===== src/rtl/potts_fb_pkg.sv =====
package potts_fb_pkg;

  typedef enum logic [1:0] {
    FB_IDLE = 2'd0,
    FB_CALC = 2'd1,
    FB_EMIT = 2'd2
  } fb_state_e;

endpackage


===== src/rtl/potts_grad.sv =====
module potts_grad #(
  parameter int N     = 8,
  parameter int K     = 4,
  parameter int IDX_W = 3,
  parameter int CNT_W = 4
) (
  input  logic [N-1:0]       row_i,
  input  logic [N*K-1:0]     states_i,
  input  logic [IDX_W-1:0]   self_i,
  output logic [K*CNT_W-1:0] counts_o
);

  for (genvar k = 0; k < K; k++) begin : g_color
    logic [CNT_W-1:0] acc;
    always_comb begin
      acc = '0;
      for (int j = 0; j < N; j++) begin
        if (row_i[j] && (IDX_W'(j) != self_i) && states_i[j*K+k])
          acc = acc + CNT_W'(1);
      end
    end
    assign counts_o[k*CNT_W +: CNT_W] = acc;
  end

endmodule


===== src/rtl/potts_target_map.sv =====
module potts_target_map #(
  parameter int K        = 4,
  parameter int CNT_W    = 4,
  parameter int B_W      = 8,
  parameter int B_FRAC   = 2,
  parameter int LEVELS   = 10,
  parameter int BASE_LVL = 8,
  parameter int CODE_W   = 8,
  parameter logic [CODE_W-1:0] LUT [LEVELS] = '{default: '0}
) (
  input  logic [B_W-1:0]      b_i,
  input  logic [K*CNT_W-1:0]  counts_i,
  output logic [K*CODE_W-1:0] codes_o
);

  localparam int PROD_W = B_W + CNT_W;
  localparam int LVL_W  = (LEVELS > 1) ? $clog2(LEVELS) : 1;
  localparam logic [PROD_W-1:0] BASE_V = PROD_W'(BASE_LVL);
  localparam logic [PROD_W-1:0] TOP_V  = PROD_W'(LEVELS - 1);

  for (genvar k = 0; k < K; k++) begin : g_color
    logic [PROD_W-1:0] prod;
    logic [PROD_W-1:0] delta;
    logic [PROD_W-1:0] lvl_raw;
    logic [PROD_W-1:0] lvl_sat;
    logic [LVL_W-1:0]  lvl;

    always_comb begin
      prod    = PROD_W'(b_i) * PROD_W'(counts_i[k*CNT_W +: CNT_W]);
      delta   = prod >> B_FRAC;
      lvl_raw = (delta >= BASE_V) ? '0 : (BASE_V - delta);
      lvl_sat = (lvl_raw > TOP_V) ? TOP_V : lvl_raw;
      lvl     = LVL_W'(lvl_sat);
    end

    assign codes_o[k*CODE_W +: CODE_W] = LUT[lvl];
  end

endmodule


===== src/rtl/potts_b_ramp.sv =====
module potts_b_ramp #(
  parameter int B_W    = 8,
  parameter int B_INIT = 4,
  parameter int B_STEP = 2,
  parameter int B_MAX  = 16
) (
  input  logic           clk,
  input  logic           rst_n,
  input  logic           restart_i,
  input  logic           advance_i,
  output logic [B_W-1:0] b_o
);

  logic [B_W:0] sum;
  assign sum = {1'b0, b_o} + (B_W+1)'(B_STEP);

  always_ff @(posedge clk or negedge rst_n) begin
    if (!rst_n) begin
      b_o <= B_W'(B_INIT);
    end else if (restart_i) begin
      b_o <= B_W'(B_INIT);
    end else if (advance_i) begin
      b_o <= (sum > (B_W+1)'(B_MAX)) ? B_W'(B_MAX) : sum[B_W-1:0];
    end
  end

endmodule


===== src/rtl/potts_fb_unit.sv =====
module potts_fb_unit #(
  parameter int N_NODES  = 8,
  parameter int N_COLORS = 4,
  parameter int LEVELS   = 10,
  parameter int CODE_W   = 8,
  parameter int B_W      = 8,
  parameter int B_FRAC   = 2,
  parameter int BASE_LVL = 8,
  parameter int B_INIT   = 4,
  parameter int B_STEP   = 2,
  parameter int B_MAX    = 16,
  parameter logic [CODE_W-1:0] LUT [LEVELS] =
    '{8'd10, 8'd20, 8'd36, 8'd55, 8'd78, 8'd104, 8'd131, 8'd160, 8'd190, 8'd222},
  localparam int IDX_W = $clog2(N_NODES),
  localparam int CNT_W = $clog2(N_NODES + 1)
) (
  input  logic                         clk,
  input  logic                         rst_n,
  input  logic                         anneal_start,
  input  logic                         iter_go,
  input  logic                         adj_we,
  input  logic [IDX_W-1:0]             adj_row_sel,
  input  logic [N_NODES-1:0]           adj_row_data,
  input  logic [N_NODES*N_COLORS-1:0]  node_state,
  output logic                         out_valid,
  input  logic                         out_ready,
  output logic [IDX_W-1:0]             out_node,
  output logic [N_COLORS*CODE_W-1:0]   out_codes,
  output logic                         iter_done,
  output logic [B_W-1:0]               anneal_b
);

  import potts_fb_pkg::*;

  fb_state_e                        st;
  logic [N_NODES-1:0]               adj_mem [N_NODES];
  logic [N_NODES*N_COLORS-1:0]      snap;
  logic [IDX_W-1:0]                 node;
  logic [N_COLORS*CNT_W-1:0]        counts;
  logic [N_COLORS*CODE_W-1:0]       codes_c;
  logic                             last_hs;

  assign last_hs  = (st == FB_EMIT) && out_ready && (node == IDX_W'(N_NODES - 1));
  assign out_node = node;

  // adjacency storage, writable only while idle
  always_ff @(posedge clk or negedge rst_n) begin
    if (!rst_n) begin
      for (int r = 0; r < N_NODES; r++) adj_mem[r] <= '0;
    end else if (adj_we && (st == FB_IDLE)) begin
      adj_mem[adj_row_sel] <= adj_row_data;
    end
  end

  potts_grad #(
    .N(N_NODES), .K(N_COLORS), .IDX_W(IDX_W), .CNT_W(CNT_W)
  ) u_grad (
    .row_i    (adj_mem[node]),
    .states_i (snap),
    .self_i   (node),
    .counts_o (counts)
  );

  potts_target_map #(
    .K(N_COLORS), .CNT_W(CNT_W), .B_W(B_W), .B_FRAC(B_FRAC),
    .LEVELS(LEVELS), .BASE_LVL(BASE_LVL), .CODE_W(CODE_W), .LUT(LUT)
  ) u_map (
    .b_i      (anneal_b),
    .counts_i (counts),
    .codes_o  (codes_c)
  );

  potts_b_ramp #(
    .B_W(B_W), .B_INIT(B_INIT), .B_STEP(B_STEP), .B_MAX(B_MAX)
  ) u_ramp (
    .clk       (clk),
    .rst_n     (rst_n),
    .restart_i (anneal_start),
    .advance_i (last_hs),
    .b_o       (anneal_b)
  );

  // node sequencer and output stage
  always_ff @(posedge clk or negedge rst_n) begin
    if (!rst_n) begin
      st        <= FB_IDLE;
      snap      <= '0;
      node      <= '0;
      out_valid <= 1'b0;
      out_codes <= '0;
      iter_done <= 1'b0;
    end else begin
      iter_done <= 1'b0;
      unique case (st)
        FB_IDLE: begin
          if (iter_go) begin
            snap <= node_state;
            node <= '0;
            st   <= FB_CALC;
          end
        end
        FB_CALC: begin
          out_codes <= codes_c;
          out_valid <= 1'b1;
          st        <= FB_EMIT;
        end
        FB_EMIT: begin
          if (out_ready) begin
            out_valid <= 1'b0;
            if (last_hs) begin
              iter_done <= 1'b1;
              st        <= FB_IDLE;
            end else begin
              node <= node + IDX_W'(1);
              st   <= FB_CALC;
            end
          end
        end
        default: st <= FB_IDLE;
      endcase
    end
  end

endmodule


===== config.mk =====
export PLATFORM = sky130hd
export DESIGN_NAME = potts_fb_unit
export DESIGN_NICKNAME = d
export VERILOG_FILES = /design/src/rtl/potts_fb_pkg.sv /design/src/rtl/potts_grad.sv /design/src/rtl/potts_target_map.sv /design/src/rtl/potts_b_ramp.sv /design/src/rtl/potts_fb_unit.sv
export SDC_FILE = /design/constraint.sdc
export NUM_CORES = 1
export LEC_CHECK = 0
export BUFFER_PORTS_ARGS = -buffer_cell sky130_fd_sc_hd__clkbuf_2
export CORE_ASPECT_RATIO = 0.8
export CORE_MARGIN = 3
export CORE_UTILIZATION = 56
export DETAILED_ROUTE_END_ITERATION = 8
export HOLD_SLACK_MARGIN = 0.1
export PLACE_DENSITY_LB_ADDON = 0.25
export SLEW_MARGIN = 5
export SYNTH_ARGS = -nofsm -noshare
export SYNTH_HDL_FRONTEND = slang
export SYNTH_SLANG_ARGS = --single-unit

===== constraint.sdc =====
create_clock -name clk -period 8.75 [get_ports clk]
set_input_delay 0.875 -clock clk [delete_from_list [all_inputs] [get_ports clk]]
set_output_delay 0.875 -clock clk [all_outputs]
set_load 0.1 [all_outputs]

**Word-level counts from Yosys, hierarchy flattened**

Memory sizes are Yosys's and may differ from the RTL's. A register that Yosys moved wholly into a read port is not among the register bits.
Cells that the tools add are included.

- Multiplexer cells: 62
- Order comparisons: 12
- Reduce and logical (&&, ||, !) cells: 57
- Equal/unequal tests: 13
- Bitwise logic cells: 6
- $mul: 4
- $add $sub $neg: 34

Operators with widths:

| cell | number |
|---|---|
| $mux W4 | 32 |
| $add A4 B1 Y4 const B | 24 |
| $bwmux W64 | 1 |
| $gt A12 B4 Y1 const B | 4 |
| $mul A8 B4 Y12 | 4 |
| $mux W12 | 4 |
| $mux W8 | 6 |
| $logic_and A1 B1 Y1 | 44 |
| $sub A4 B10 Y11 const A | 4 |
| $ge A10 B4 Y1 const B | 4 |
| $bmux W8 S3 | 1 |
| $demux W8 S3 | 1 |
| $not A4 Y5 | 4 |
| $ne A3 B3 Y1 const A | 4 |
| $add A8 B2 Y9 const B | 1 |
| $gt A9 B5 Y1 const B | 1 |
| $mux W1 | 9 |
| $mux W3 | 3 |
| $add A1 B1 Y2 const B | 4 |
| $ge A4 B4 Y1 const B | 2 |
| $not A3 Y4 | 2 |
| $ne A2 B2 Y1 const B | 3 |
| $ne A2 B3 Y1 const A | 2 |
| $pmux W2 S3 | 1 |
| other kinds (15) | 23 |

- Output and inout bits: 45
- Register bits after elaboration: 111
- Memories: 4
- Logic and storage cells: 206
- Bits of input ports: 49
- ROM bits: 512

Memories:

| memory | depth | bits a word | rd ports | clocked after Yosys merged registers in | write ports | line | RTL |
|---|---|---|---|---|---|---|---|
| (name not given) | 16 | 8 | 1 | 1 | 0 | potts_target_map.sv:36 | `assign codes_o[k*CODE_W +: CODE_W] = LUT[lvl];` |
| (name not given) | 16 | 8 | 1 | 1 | 0 | potts_target_map.sv:36 |  |
| (name not given) | 16 | 8 | 1 | 1 | 0 | potts_target_map.sv:36 |  |
| (name not given) | 16 | 8 | 1 | 1 | 0 | potts_target_map.sv:36 |  |

**Logic depth before layout (Yosys ltp)**

Gate-level depths: netlist (run 1).

- Depth after elaboration: 27
- Mapped depth: 42
- Gate-level depth less buffers: 40

**Hierarchy**

Synthesis (run 1) repeated with hierarchy kept, for this count alone.

- Cells, all modules: 1389
- Area total of the unflattened synthesis: 13751.9 um2

By module, submodules not included:

| module | cells each | times used | area each (um2) | seq. area each (um2) |
|---|---|---|---|---|
| potts_fb_unit | 334 | 1 | 5768.0 | 3378.2 |
| potts_target_map | 661 | 1 | 4912.2 | 0.0 |
| potts_grad | 360 | 1 | 2707.6 | 0.0 |
| potts_b_ramp | 34 | 1 | 364.1 | 176.4 |

**Worst setup path after synthesis (run 1)**

Ideal clock, no wire load.

- Kind: register -> register
- From: register node[0] (netlist: out_node[0])
- To: register out_codes[25]
- Arrival time: 8.824 ns
- Setup time: 0.126 ns
- Data required time: 8.624 ns
- Cell stages (with the launch flop): 35
- Path buffers: 3
- Setup slack: -0.200 ns
- Clock period less this slack: 8.950 ns
- Path through: dfrtp_1 buf_6 buf_12 buf_12 mux4_1 a22o_1 nand2_1 inv_1 ha_1 xor2_4 xnor2_1 ha_1 inv_1 xnor2_1 nor3_1 a31oi_1 o21ai_0 ha_1 mux2_2 ha_1 nand2_1 xnor2_1 xnor2_1 and2_1 fa_1 fa_1 ha_1 a21oi_1 o21bai_1 a2111oi_0 o31ai_1 xnor2_1 nand4_1 or2_2 o32a_1

- Longest elaborated chain between the ends: 27
- Elaborated cells on any way between the ends: 50
- Classes of those cells: add/sub (8); mul (1); order compare (2); eq/ne (7); mux (13); bitwise (2); reduce/logical (17)

Ends and longest elaborated chain:

| element | line | RTL |
|---|---|---|
| start: declaration | potts_fb_unit.sv:38 | `logic [IDX_W-1:0] node;` |
| start signal: assignment | potts_fb_unit.sv:114 | `node <= node + IDX_W'(1);` |
| $not A3 Y4 (not written as such) | potts_fb_unit.sv:58 | `.row_i (adj_mem[node]),` |
| $bmux W8 S3 | potts_fb_unit.sv:58 |  |
| $mux W8 (not written as such) (2 in series) | potts_fb_unit.sv:58 |  |
| $logic_and A1 B1 Y1 (2 in series) | potts_grad.sv:18 | `if (row_i[j] && (IDX_W'(j) != self_i) && states_i[j*K+k])` |
| $mux W1 | potts_grad.sv:18 |  |
| $add A1 B1 Y2 | potts_grad.sv:19 | `acc = acc + CNT_W'(1);` |
| $mux W4 | potts_grad.sv:18 |  |
| $add A4 B1 Y4 | potts_grad.sv:19 |  |
| (+9 left out) | - |  |
| $add A4 B1 Y4 | potts_grad.sv:19 |  |
| $mux W4 (*) | potts_grad.sv:18 |  |
| $mul A8 B4 Y12 (*) | potts_target_map.sv:29 | `prod = PROD_W'(b_i) * PROD_W'(counts_i[k*CNT_W +: CNT_W]);` |
| $sub A4 B10 Y11 / $ge A10 B4 Y1 (equally long branches) | potts_target_map.sv:31 | `lvl_raw = (delta >= BASE_V) ? '0 : (BASE_V - delta);` |
| $mux W12 (*) | potts_target_map.sv:31 |  |
| $gt A12 B4 Y1 | potts_target_map.sv:32 | `lvl_sat = (lvl_raw > TOP_V) ? TOP_V : lvl_raw;` |
| $mux W4 (*) | potts_target_map.sv:32 |  |
| $not A4 Y5 (not written as such) (*) | potts_target_map.sv:36 |  |
| end: declaration | potts_fb_unit.sv:28 | `output logic [N_COLORS*CODE_W-1:0] out_codes,` |

Every way passes the cells marked *; elsewhere a longest branch is shown, timed or not. The select of a mux whose other input is x is not followed.
A chain may end at the register's enable or synchronous reset.

**Worst setup path in the final report (run 1)**

Ends and elaborated chain as after synthesis.

==> key figures, run 1 <==
Timing
  – Worst-case setup margin in the final layout: 0.461 ns
  – Final hold violations: 0
  – Number of pins exceeding their max-slew limit in the final report: 0
  – Fmax achieved: 0.121 GHz
  – Period minus WS final: 8.29 ns
  – Max-slew headroom at the worst pin: 36.5%
  – Setup skew after layout: 0.0109 ns
  – Period Utilization, post-route: 94.7%
  – Total setup violations reported at the end of the flow: 0
  – Worst slew pin tran: 0.943 ns
  – Setup TNS Final: 0 ns

CTS
  – Number of buffers created by CTS: 17
  – CTS root buffer: sky130_fd_sc_hd__clkbuf_16
  – Clock latency of the later-clocked register in the worst-skew pair: 0.43 ns
  – Number of H-tree levels: 4
  – CTS tree: yes
  – Clock Path Buffers: 2
  – CTS clock-pin slew for the worst setup and hold paths: 0.07 ns
  – TritonCTS Sinks: 142
  – Hold buffer count at CTS: 0

Global routing
  – Maximum number of pins on one net before global-route repair: 101
  – Remaining Overflow, GRT: 0
  – Number of antenna violations at the first check in global routing: 0
  – Vias in the first global route: 10100
  – First-pass GRT wire length: 49.9 mm
  – Combined global-route utilization of all metal layers: 24.4%

Routing
  – Pre-Repair DR Iteration Count: 5
  – Wire length after detailed routing: 30.0 mm
  – Final routed DRC violation total: 0
  – Total number of vias: 10100
  – Antenna viol nets, final: 0
  – Vias per inst: 5.83
  – Iteration-0 DRC count of the detailed router: 600
  – Average routed wire per standard cell: 17.4 µm

Place
  – Placer's final routability congestion estimate: 0.889
  – Place WS: 0.0915 ns
  – Count of buffers inserted at the top-level ports: 92
  – DP HPWL: 21.9 mm

Setup path
  – Count of buffering cells on the critical path with inverters included: 6
  – Cell with the largest stage delay on the worst path: sky130_fd_sc_hd__fa_1
  – Critical Path Start Type: register
  – Kind of cell adding the most delay to the critical path: adder cells
  – Top fanout value on the critical path: 19
  – Cell mode on critical path: sky130_fd_sc_hd__ha_1
  – Crit-path max cell delay: 0.49 ns
  – Required time reported for the critical path endpoint: 9.07 ns
  – Critical Path End Type: register
  – Worst setup path category: register to register
  – Worst endpoint data arrival time: 8.61 ns

Die
  – # rows: 49
  – Height of the die: 143 µm
  – Die X-Extent: 177 µm
  – Number of placed I/O pins: 94
  – Total core area: 22700 µm²
  – Initial core utilization: 57.6%
  – Die outline area: 25200 µm²

Finish
  – Top library cells by usage in the layout, fill and taps aside: 139 x sky130_fd_sc_hd__dfrtp_1, 117 x sky130_fd_sc_hd__ha_1, 106 x sky130_fd_sc_hd__nand2_1, 106 x sky130_fd_sc_hd__mux2_2, 91 x sky130_fd_sc_hd__clkbuf_2
  – Final cell utilization of the core: 64.7%
  – Leading cell type in the layout, fill and taps excluded: sky130_fd_sc_hd__dfrtp_1
  – Inserted Diodes: 0
  – Count of filler cells inserted in the layout: 1844
  – Layout Nets: 1615
  – Share of layout cells above drive strength 1: 22.7%
  – Area delta synth->final: 12.4%

Logic synthesis
  – Most common flop cell mapped by yosys: sky130_fd_sc_hd__dfrtp_1
  – Register bit count reported by yosys: 142
  – Number of enable-type register cells in the synthesized netlist: 0
  – Number of distinct library cell variants in the gate-level netlist after synthesis: 89
  – Mean cell area of the mapped netlist: 9.95 µm²
  – Main area contributors after synthesis: sky130_fd_sc_hd__dfrtp_1 27%, sky130_fd_sc_hd__ha_1 11%, sky130_fd_sc_hd__mux2_2 9.1%
  – Portion of synthesized cell area occupied by the leading cell type: 27.0%
  – Cell area after synthesis: 13100 µm²
  – Library cell with the largest summed area after synthesis: sky130_fd_sc_hd__dfrtp_1
  – Count of yosys warnings during synthesis: 0
  – Portion of the post-synthesis area used by sequential elements: 27.2%
  – Number of instances in the synthesized netlist: 1312
  – Share of flip-flops with an asynchronous set or reset: 100%

Job
  – Max-capacitance violation count: 0

Status
  – Outcome: completed

Worst hold path
  – Worst min-delay path category: register to register
-- flip-flops by register name, indices dropped and copies added, names as in the netlist --
register / cells
adj_mem: 64
iter_done: 1
out_codes: 32
out_node: 3
out_valid: 1
snap: 32
st: 2
u_ramp.b_o: 7
-- cell usage after synthesis (6+ instances only) --
cell type / instances
sky130_fd_sc_hd__a211oi_1: 8
sky130_fd_sc_hd__a21o_1: 10
sky130_fd_sc_hd__a21oi_1: 53
sky130_fd_sc_hd__a22o_1: 8
sky130_fd_sc_hd__a31oi_1: 11
sky130_fd_sc_hd__and2_1: 76
sky130_fd_sc_hd__and3_1: 9
sky130_fd_sc_hd__buf_1: 6
sky130_fd_sc_hd__buf_2: 6
sky130_fd_sc_hd__clkbuf_1: 31
sky130_fd_sc_hd__dfrtp_1: 141
sky130_fd_sc_hd__fa_1: 40
sky130_fd_sc_hd__ha_1: 119
sky130_fd_sc_hd__inv_1: 70
sky130_fd_sc_hd__mux2_2: 106
sky130_fd_sc_hd__mux2i_1: 34
sky130_fd_sc_hd__nand2_1: 106
sky130_fd_sc_hd__nand2b_1: 22
sky130_fd_sc_hd__nand3_1: 23
sky130_fd_sc_hd__nand4_1: 6
sky130_fd_sc_hd__nor2_1: 57
sky130_fd_sc_hd__nor2b_1: 27
sky130_fd_sc_hd__nor3_1: 10
sky130_fd_sc_hd__nor4_1: 7
sky130_fd_sc_hd__o211ai_1: 20
sky130_fd_sc_hd__o21a_1: 7
sky130_fd_sc_hd__o21ai_0: 55
sky130_fd_sc_hd__o21bai_1: 12
sky130_fd_sc_hd__o31ai_1: 13
sky130_fd_sc_hd__or2_2: 6
sky130_fd_sc_hd__or3_1: 6
sky130_fd_sc_hd__xnor2_1: 56
sky130_fd_sc_hd__xor2_1: 28
-- per-stage QoR --
step	std cells	hold WS (ns)	instance area (µm²)
4_1_cts	1719	0.481	14500
5_1_grt	1726	0.492	14700
6_report	1726	0.475	14700
3_3_place_gp	1687	0.461	13800
3_5_place_dp	1687	0.466	13800
2_1_floorplan	1316	0.470	13100
-- metal layers --
layer / vias up / GRT usage (%) / share of wire [%]
met2: 216 / 40.5 / 47
li1: 4860 / - / -
met5: - / 0 / 0
met4: 0 / 5.91 / 1.5
met1: 4950 / 34.1 / 47
met3: 33 / 3.49 / 4.2
-- final timing paths --
kind                               start  slack, ns  depth (start not counted)             to
max reg2reg                  out_node[0]       0.46                         35  out_codes[25]
max in group asynchronous          rst_n       7.06                          2  u_ramp.b_o[2]
min in group asynchronous          rst_n       0.56                          1       snap[15]
min reg2reg                out_codes[22]       0.47                          2  out_codes[22]
min                        out_codes[22]       0.47                          2  out_codes[22]
max                          out_node[0]       0.46                         35  out_codes[25]
-- cell families (layout without fill, tap and decap cells) --
kind of cell / Yosys count / after routing / share of synthesized area, %
AO/OA/AOI/OAI: 262 / 262 / 14.3
XOR/XNOR: 101 / 101 / 8.59
adder cells (fa/ha/maj): 159 / 159 / 17.5
buffers and inverters: 119 / 223 / 3.84
flip-flops: 142 / 142 / 27.2
multiplexers: 152 / 152 / 13.6
other: 1 / 5 / 0.0287
AND/OR/NAND/NOR: 376 / 376 / 14.9
-- worst register-to-register path, delay by kind of cell, from the launching register on --
family,cells,cell delay (ns)
and+or+nand+nor,6,1.15
adders and majority gates,6,2.05
muxes,4,1.11
AOI/OAI and AO/OA,9,1.86
buffers and inverters,6,0.97
xor gates and xnor gates,4,0.61
DFF,1,0.45
-- what timing repair did --
action                     in CTS  in global routing
buffers inserted                0                  7
resized for setup               1                 21
setup endpoints to repair       1                 29
pin swaps                       0                  7
-- cell type report --
cell class | count | area, µm² | area share, %
Timing Repair Buffer | 120 | 691 | 4.71
Tap cell | 306 | 383 | 2.61
Sequential cell | 142 | 3560 | 24.2
Multi-Input combinational cell | 1055 | 9130 | 62.2
Clock inverter | 15 | 224 | 1.53
Inverter | 71 | 267 | 1.82
Clock buffer | 17 | 425 | 2.90
Power of run 1 is left out: the tool's default activity adds up to more than one toggle a clock period on the data nets, which glitch-free logic cannot reach.
==> run 2, diff against run 1 <==
clock period = 7.2 ns   (was 8.75 ns; I/O delays follow)
==> run 2 against run 1 <==
  * The flow now finishes with violations (setup timing)
  * Largest cell class unchanged
  * Critical path type unchanged
  * Worst setup slack got worse by 1.1 ns
  * Global-route usage rose by 3.3 points
  * Sequential share of layout area down 4.1 points
  * Flip-flop and latch count unchanged
  * Critical path depth grew 1
  * Cell count increased by 13%
  * Routed wire length grew 24%
==> key figures, run 2 (synthesis results as in run 1) <==
Status
  – Outcome: finished, violations left
  – Failing checks: setup timing

Place
  – DP HPWL: 24.2 mm (+10%)
  – Place WS: -0.597 ns (-0.689 ns)
  – Placer's final routability congestion estimate: 0.875 (-1.6%)
  – Count of buffers inserted at the top-level ports: 92 (unchanged)

Setup path
  – Critical Path Start Type: register
  – Worst-case register-to-register setup slack: -0.59 ns (-1.05 ns)
  – Critical Path End Type: register
  – Worst setup path category: register to register
  – Worst Reg-to-Reg Cells: 36 (+2.9%)
  – Worst endpoint data arrival time: 8.12 ns (-0.49 ns)
  – Cell with the largest stage delay on the worst path: sky130_fd_sc_hd__fa_1
  – Crit-path max cell delay: 0.62 ns (+0.13 ns)
  – Required time reported for the critical path endpoint: 7.53 ns (-1.54 ns)
  – Top fanout value on the critical path: 8 (-11)

Finish
  – Leading cell type in the layout, fill and taps excluded: sky130_fd_sc_hd__buf_4
  – Inserted Diodes: 0 (unchanged)
  – Final cell utilization of the core: 77.8% (+13 points)
  – Layout Nets: 1838 (+14%)
  – Top register by number of flip-flops: adj_mem
  – Number of flip-flops in the largest register: 64 (unchanged)
  – Top library cells by usage in the layout, fill and taps aside: 233 x sky130_fd_sc_hd__buf_4, 139 x sky130_fd_sc_hd__dfrtp_1, 101 x sky130_fd_sc_hd__mux2_2, 93 x sky130_fd_sc_hd__nand2_1, 91 x sky130_fd_sc_hd__clkbuf_2
  – Share of layout cells above drive strength 1: 44.7% (+22 points)
  – Regs by FF count: adj_mem: 64 flops, out_codes: 32 flops, snap: 32 flops
  – Area delta synth->final: 35.3%

CTS
  – CTS tree: yes
  – Number of buffers created by CTS: 17 (unchanged)
  – Clock latency of the later-clocked register in the worst-skew pair: 0.45 ns (+0.02 ns)
  – Hold buffer count at CTS: 0 (unchanged)
  – Number of H-tree levels: 4 (unchanged)
  – CTS root buffer: sky130_fd_sc_hd__clkbuf_16
  – CTS clock-pin slew for the worst setup and hold paths: 0.08 ns (about the same)
  – Clock Path Buffers: 2 (unchanged)
  – TritonCTS Sinks: 142 (unchanged)

Global routing
  – Remaining Overflow, GRT: 0 (unchanged)
  – Number of antenna violations at the first check in global routing: 0 (unchanged)
  – Vias in the first global route: 11500 (+14%)
  – First-pass GRT wire length: 56.2 mm (+13%)
  – Combined global-route utilization of all metal layers: 27.7% (+3.3 points)
  – Maximum number of pins on one net before global-route repair: 93 (-7.9%)

Worst hold path
  – Worst min-delay path category: input port to asynchronous set/reset pin

Job
  – Max-capacitance violation count: 0 (unchanged)

Timing
  – Final hold violations: 0 (unchanged)
  – Worst-case setup margin in the final layout: -0.590 ns (-1.05 ns)
  – Setup skew after layout: 0.0148 ns (+0.00386 ns)
  – Max-slew headroom at the worst pin: 35.8% (-0.61 points)
  – Total setup violations reported at the end of the flow: 29 (+29)
  – Fmax achieved: 0.128 GHz (+6.4%)
  – Worst Hold Slack: 0.376 ns (-0.0984 ns)
  – Period minus WS final: 7.79 ns (-0.499 ns)
  – Worst slew pin tran: 0.962 ns (+0.0191 ns)
  – Period Utilization, post-route: 108% (+13 points)
  – Unrepaired setup endpoints after global routing: yes
  – Number of pins exceeding their max-slew limit in the final report: 0 (unchanged)

Routing
  – Final routed DRC violation total: 0 (unchanged)
  – Average routed wire per standard cell: 19.0 µm (+9.4%)
  – Wire length after detailed routing: 37.1 mm (+24%)
  – Total number of vias: 11400 (+13%)
  – Pre-Repair DR Iteration Count: 6 (+1)
  – Antenna viol nets, final: 0 (unchanged)
  – Vias per inst: 5.84 (+0.14%)
  – Iteration-0 DRC count of the detailed router: 827 (+38%)

Die
  – Die outline area: 25200 µm² (unchanged)
  – Die X-Extent: 177 µm (unchanged)
  – Number of placed I/O pins: 94 (unchanged)
  – Initial core utilization: 57.6% (unchanged)
  – Total core area: 22700 µm² (unchanged)
  – Height of the die: 143 µm (unchanged)
  – # rows: 49 (unchanged)
run 2: area by class of cell:
class | instances | area (µm²)
inverter | 71 | 277
clock inverter | 15 | 194
clock buffer | 17 | 425
fill | 1422 | 5020
multi-input combinational | 1055 | 10400
tap | 306 | 383
timing repair buffer | 343 | 2440
sequential | 142 | 3560
run 2: critical path, delay by kind of cell (launching register included):
kind                     cells  cell delay, ns
AO/OA/AOI/OAI                9            2.17
multiplexers                 1            0.18
AND/OR/NAND/NOR              8            1.20
adder cells (fa/ha/maj)      5            1.95
buffers and inverters       10            1.25
flip-flops                   1            0.54
XOR/XNOR                     3            0.37
run 2: stage by stage:
stage | instance area, µm² | std cells | TNS [ns]
global placement | 15500 | 1860 | -5.35
global route | 17700 | 1949 | -20.09
floorplan | 13400 | 1316 | -15.41
CTS | 16900 | 1928 | -5.50
detailed placement | 15500 | 1860 | -12.06
finish | 17700 | 1949 | -11.74
run 2: path summary, 6_finish.rpt:
kind                               start            end
setup / recovery             out_node[0]  out_codes[17]
min in group clk           out_codes[22]  out_codes[22]
max in group asynchronous          rst_n    out_node[0]
setup reg to reg             out_node[0]  out_codes[17]
hold reg to reg            out_codes[22]  out_codes[22]
hold / removal                     rst_n       snap[13]
run 2: timing repair:
item,CTS,global route
buffers inserted,36,23
pin swaps,97,104
endpoints found under the setup margin,32,32
gates resized for setup,138,110
run 2: layer usage:
layer  share of wire [%]  GRT usage, %  wire, µm  vias to the layer above
met5                   0             0         0                        -
met4                 2.7          7.56       988                        0
met3                 5.3          4.53      1980                       97
met2                  49          47.8     18100                      378
met1                  43          36.4     16000                     5618
li1                    -             -         -                     5281
Power of run 2 is left out for the same reason.
==> run 3, diff against run 2 <==
CORE_ASPECT_RATIO = 0.75   (was 0.8)
CORE_MARGIN = 4   (was 3)
==> run 3 against run 2 <==
  * Critical path depth unchanged
  * Global-route usage decreased by 0.33 points
  * The run still ends with setup timing left
  * Design area increased by 0.81%
  * Hold slack got worse by 0.039 ns
  * Count of clock-buffer cells in the layout unchanged
  * Non-clock buffer count increased by 6
  * Via count increased by 1.2%
  * Fmax decreased by 2.2%
  * Largest cell class unchanged
  * Die area increased by 2.6%
  * Flip-flop and latch count unchanged
  * Worst setup slack got worse by 0.17 ns
  * Clock skew decreased by 0.0030 ns
==> key figures, run 3 (synthesis results as in run 1) <==
Setup path
  – Critical Path End Type: register
  – Worst endpoint data arrival time: 8.32 ns (+0.20 ns)
  – Cell with the largest stage delay on the worst path: sky130_fd_sc_hd__fa_1
  – End of the critical path: out_codes[16]
  – Critical Path Start Type: register
  – Worst reg2reg path endpoint: out_codes[16]
  – Required time reported for the critical path endpoint: 7.55 ns (+0.02 ns)
  – Worst setup path category: register to register
  – Cell mode on critical path: sky130_fd_sc_hd__a21oi_2
  – Launch instance of the worst register-to-register path: out_node[0]
  – Crit-path max cell delay: 0.57 ns (-0.05 ns)
  – Launch point of the critical path: out_node[0]
  – Top fanout value on the critical path: 7 (-1)
  – Worst Reg-to-Reg Cells: 36 (unchanged)
  – Worst-case register-to-register setup slack: -0.77 ns (-0.17 ns)

Finish
  – Regs by FF count: adj_mem: 64 flops, out_codes: 32 flops, snap: 32 flops
  – Area delta synth->final: 36.3%
  – Number of flip-flops in the largest register: 64 (unchanged)
  – Layout Nets: 1844 (+0.33%)
  – Top library cells by usage in the layout, fill and taps aside: 230 x sky130_fd_sc_hd__buf_4, 139 x sky130_fd_sc_hd__dfrtp_1, 102 x sky130_fd_sc_hd__mux2_2, 95 x sky130_fd_sc_hd__nand2_1, 91 x sky130_fd_sc_hd__clkbuf_2
  – Top register by number of flip-flops: adj_mem
  – Share of layout cells above drive strength 1: 45.8% (+1.1 points)
  – Count of filler cells inserted in the layout: 1405 (-1.2%)
  – Final cell utilization of the core: 77.6% (-0.25 points)
  – Inserted Diodes: 0 (unchanged)
  – Leading cell type in the layout, fill and taps excluded: sky130_fd_sc_hd__buf_4

Die
  – Total core area: 22900 µm² (+1.1%)
  – Die X-Extent: 184 µm (+4.3%)
  – Die outline area: 25800 µm² (+2.6%)
  – Number of placed I/O pins: 94 (unchanged)
  – Initial core utilization: 56.9% (-0.65 points)
  – # rows: 48 (-2.0%)
  – Height of the die: 140 µm (-1.6%)

Global routing
  – Remaining Overflow, GRT: 0 (unchanged)
  – Number of antenna violations at the first check in global routing: 0 (unchanged)
  – First-pass GRT wire length: 57.4 mm (+2.2%)
  – Maximum number of pins on one net before global-route repair: 88 (-5.4%)
  – Combined global-route utilization of all metal layers: 27.4% (-0.33 points)
  – Vias in the first global route: 11400 (-1.2%)

Status
  – Outcome: finished, violations left
  – Failing checks: setup timing

Timing
  – Max-slew headroom at the worst pin: 36.3% (+0.48 points)
  – Number of pins exceeding their max-slew limit in the final report: 0 (unchanged)
  – Unrepaired setup endpoints after global routing: yes
  – Worst-case setup margin in the final layout: -0.765 ns (-0.175 ns)
  – Final hold violations: 0 (unchanged)
  – Fmax achieved: 0.126 GHz (-2.2%)
  – Total setup violations reported at the end of the flow: 32 (+10%)
  – Setup skew after layout: 0.0117 ns (-0.00302 ns)
  – Worst slew pin tran: 0.955 ns (-0.00721 ns)
  – Period minus WS final: 7.97 ns (+0.175 ns)
  – Period Utilization, post-route: 111% (+2.4 points)

CTS
  – Number of H-tree levels: 4 (unchanged)
  – Number of buffers created by CTS: 17 (unchanged)
  – TritonCTS Sinks: 142 (unchanged)
  – Clock latency of the later-clocked register in the worst-skew pair: 0.45 ns (about the same)
  – CTS clock-pin slew for the worst setup and hold paths: 0.07 ns (about the same)
  – CTS tree: yes
  – CTS root buffer: sky130_fd_sc_hd__clkbuf_16
  – Clock Path Buffers: 2 (unchanged)

Routing
  – Antenna viol nets, final: 0 (unchanged)
  – Average routed wire per standard cell: 19.6 µm (+3.0%)
  – Vias per inst: 5.91 (+1.2%)
  – Final routed DRC violation total: 0 (unchanged)
  – Pre-Repair DR Iteration Count: 5 (-1)
  – Wire length after detailed routing: 38.3 mm (+3.0%)
  – Total number of vias: 11500 (+1.2%)
  – Iteration-0 DRC count of the detailed router: 852 (+3.0%)

Place
  – Placer's final routability congestion estimate: 0.934 (+6.7%)
  – DP HPWL: 23.8 mm (-1.6%)
  – Count of buffers inserted at the top-level ports: 92 (unchanged)

Job
  – Max-capacitance violation count: 0 (unchanged)

Worst hold path
  – Worst min-delay path category: input port to asynchronous set/reset pin
==> run 3: cell types whose count changed in the layout (fill, tap and decap cells not counted), sizes merged <==
cell	previous run	this run
buf	252	258
clkinv	6	7
clkinvlp	1	0
==> run 3: routing by layer <==
metal	global-route usage (%)	wire (µm)	up-vias
li1	-	-	5299
met1	37.9	16500	5702
met2	44.5	18500	430
met3	5.09	2460	81
met4	7.35	850	0
met5	0	0	-
==> run 3: worst max-delay path: cells and delay by family (launching register included) <==
family	cells	cell delay [ns]
AO/OA/AOI/OAI	15	2.76
XOR/XNOR	2	0.30
flip-flops	1	0.50
adder cells (fa/ha/maj)	5	1.80
buffers and inverters	7	0.95
AND/OR/NAND/NOR	6	1.19
multiplexers	1	0.33
==> run 3: cell type report <==
cell class | count | area [µm²] | share of cell area (%)
inverters | 71 | 279 | 1.57
well taps | 300 | 375 | 2.11
multi-input cells | 1055 | 10500 | 58.8
clock inverters | 15 | 151 | 0.850
clock buffers | 17 | 425 | 2.39
flip-flops and latches | 142 | 3560 | 20.0
repair buffers | 349 | 2530 | 14.2
==> run 3: worst min-delay path by stage <==
stage                        from             to  slack [ns]  depth (start not counted)
floorplan                   rst_n     adj_mem[0]        0.42                          0
global placement    out_codes[26]  out_codes[26]        0.46                          2
detailed placement  out_codes[22]  out_codes[22]        0.47                          2
CTS                         rst_n    adj_mem[23]        0.37                          1
global route                rst_n    adj_mem[23]        0.40                          1
finish                      rst_n    adj_mem[45]        0.34                          1
==> run 3: what timing repair did <==
action                     CTS  global route
setup buffers               45            21
pin swaps                   97            41
gates resized for setup    157           113
setup endpoints to repair   32            32
hold buffers                 0             0
==> run 3: through the flow <==
step	hold slack (ns)	setup TNS (ns)	cells	area (µm²)	worst slack, ns
after global routing	0.400	-23.76	1949	17800	-0.968
after floorplan	0.424	-15.41	1316	13400	-0.784
final	0.337	-15.69	1949	17800	-0.765
after CTS	0.373	-6.80	1930	17100	-0.407
after detailed placement	0.467	-12.62	1854	15400	-0.558
after global placement	0.465	-7.05	1854	15400	-0.424
Power of run 3 is left out for the same reason.
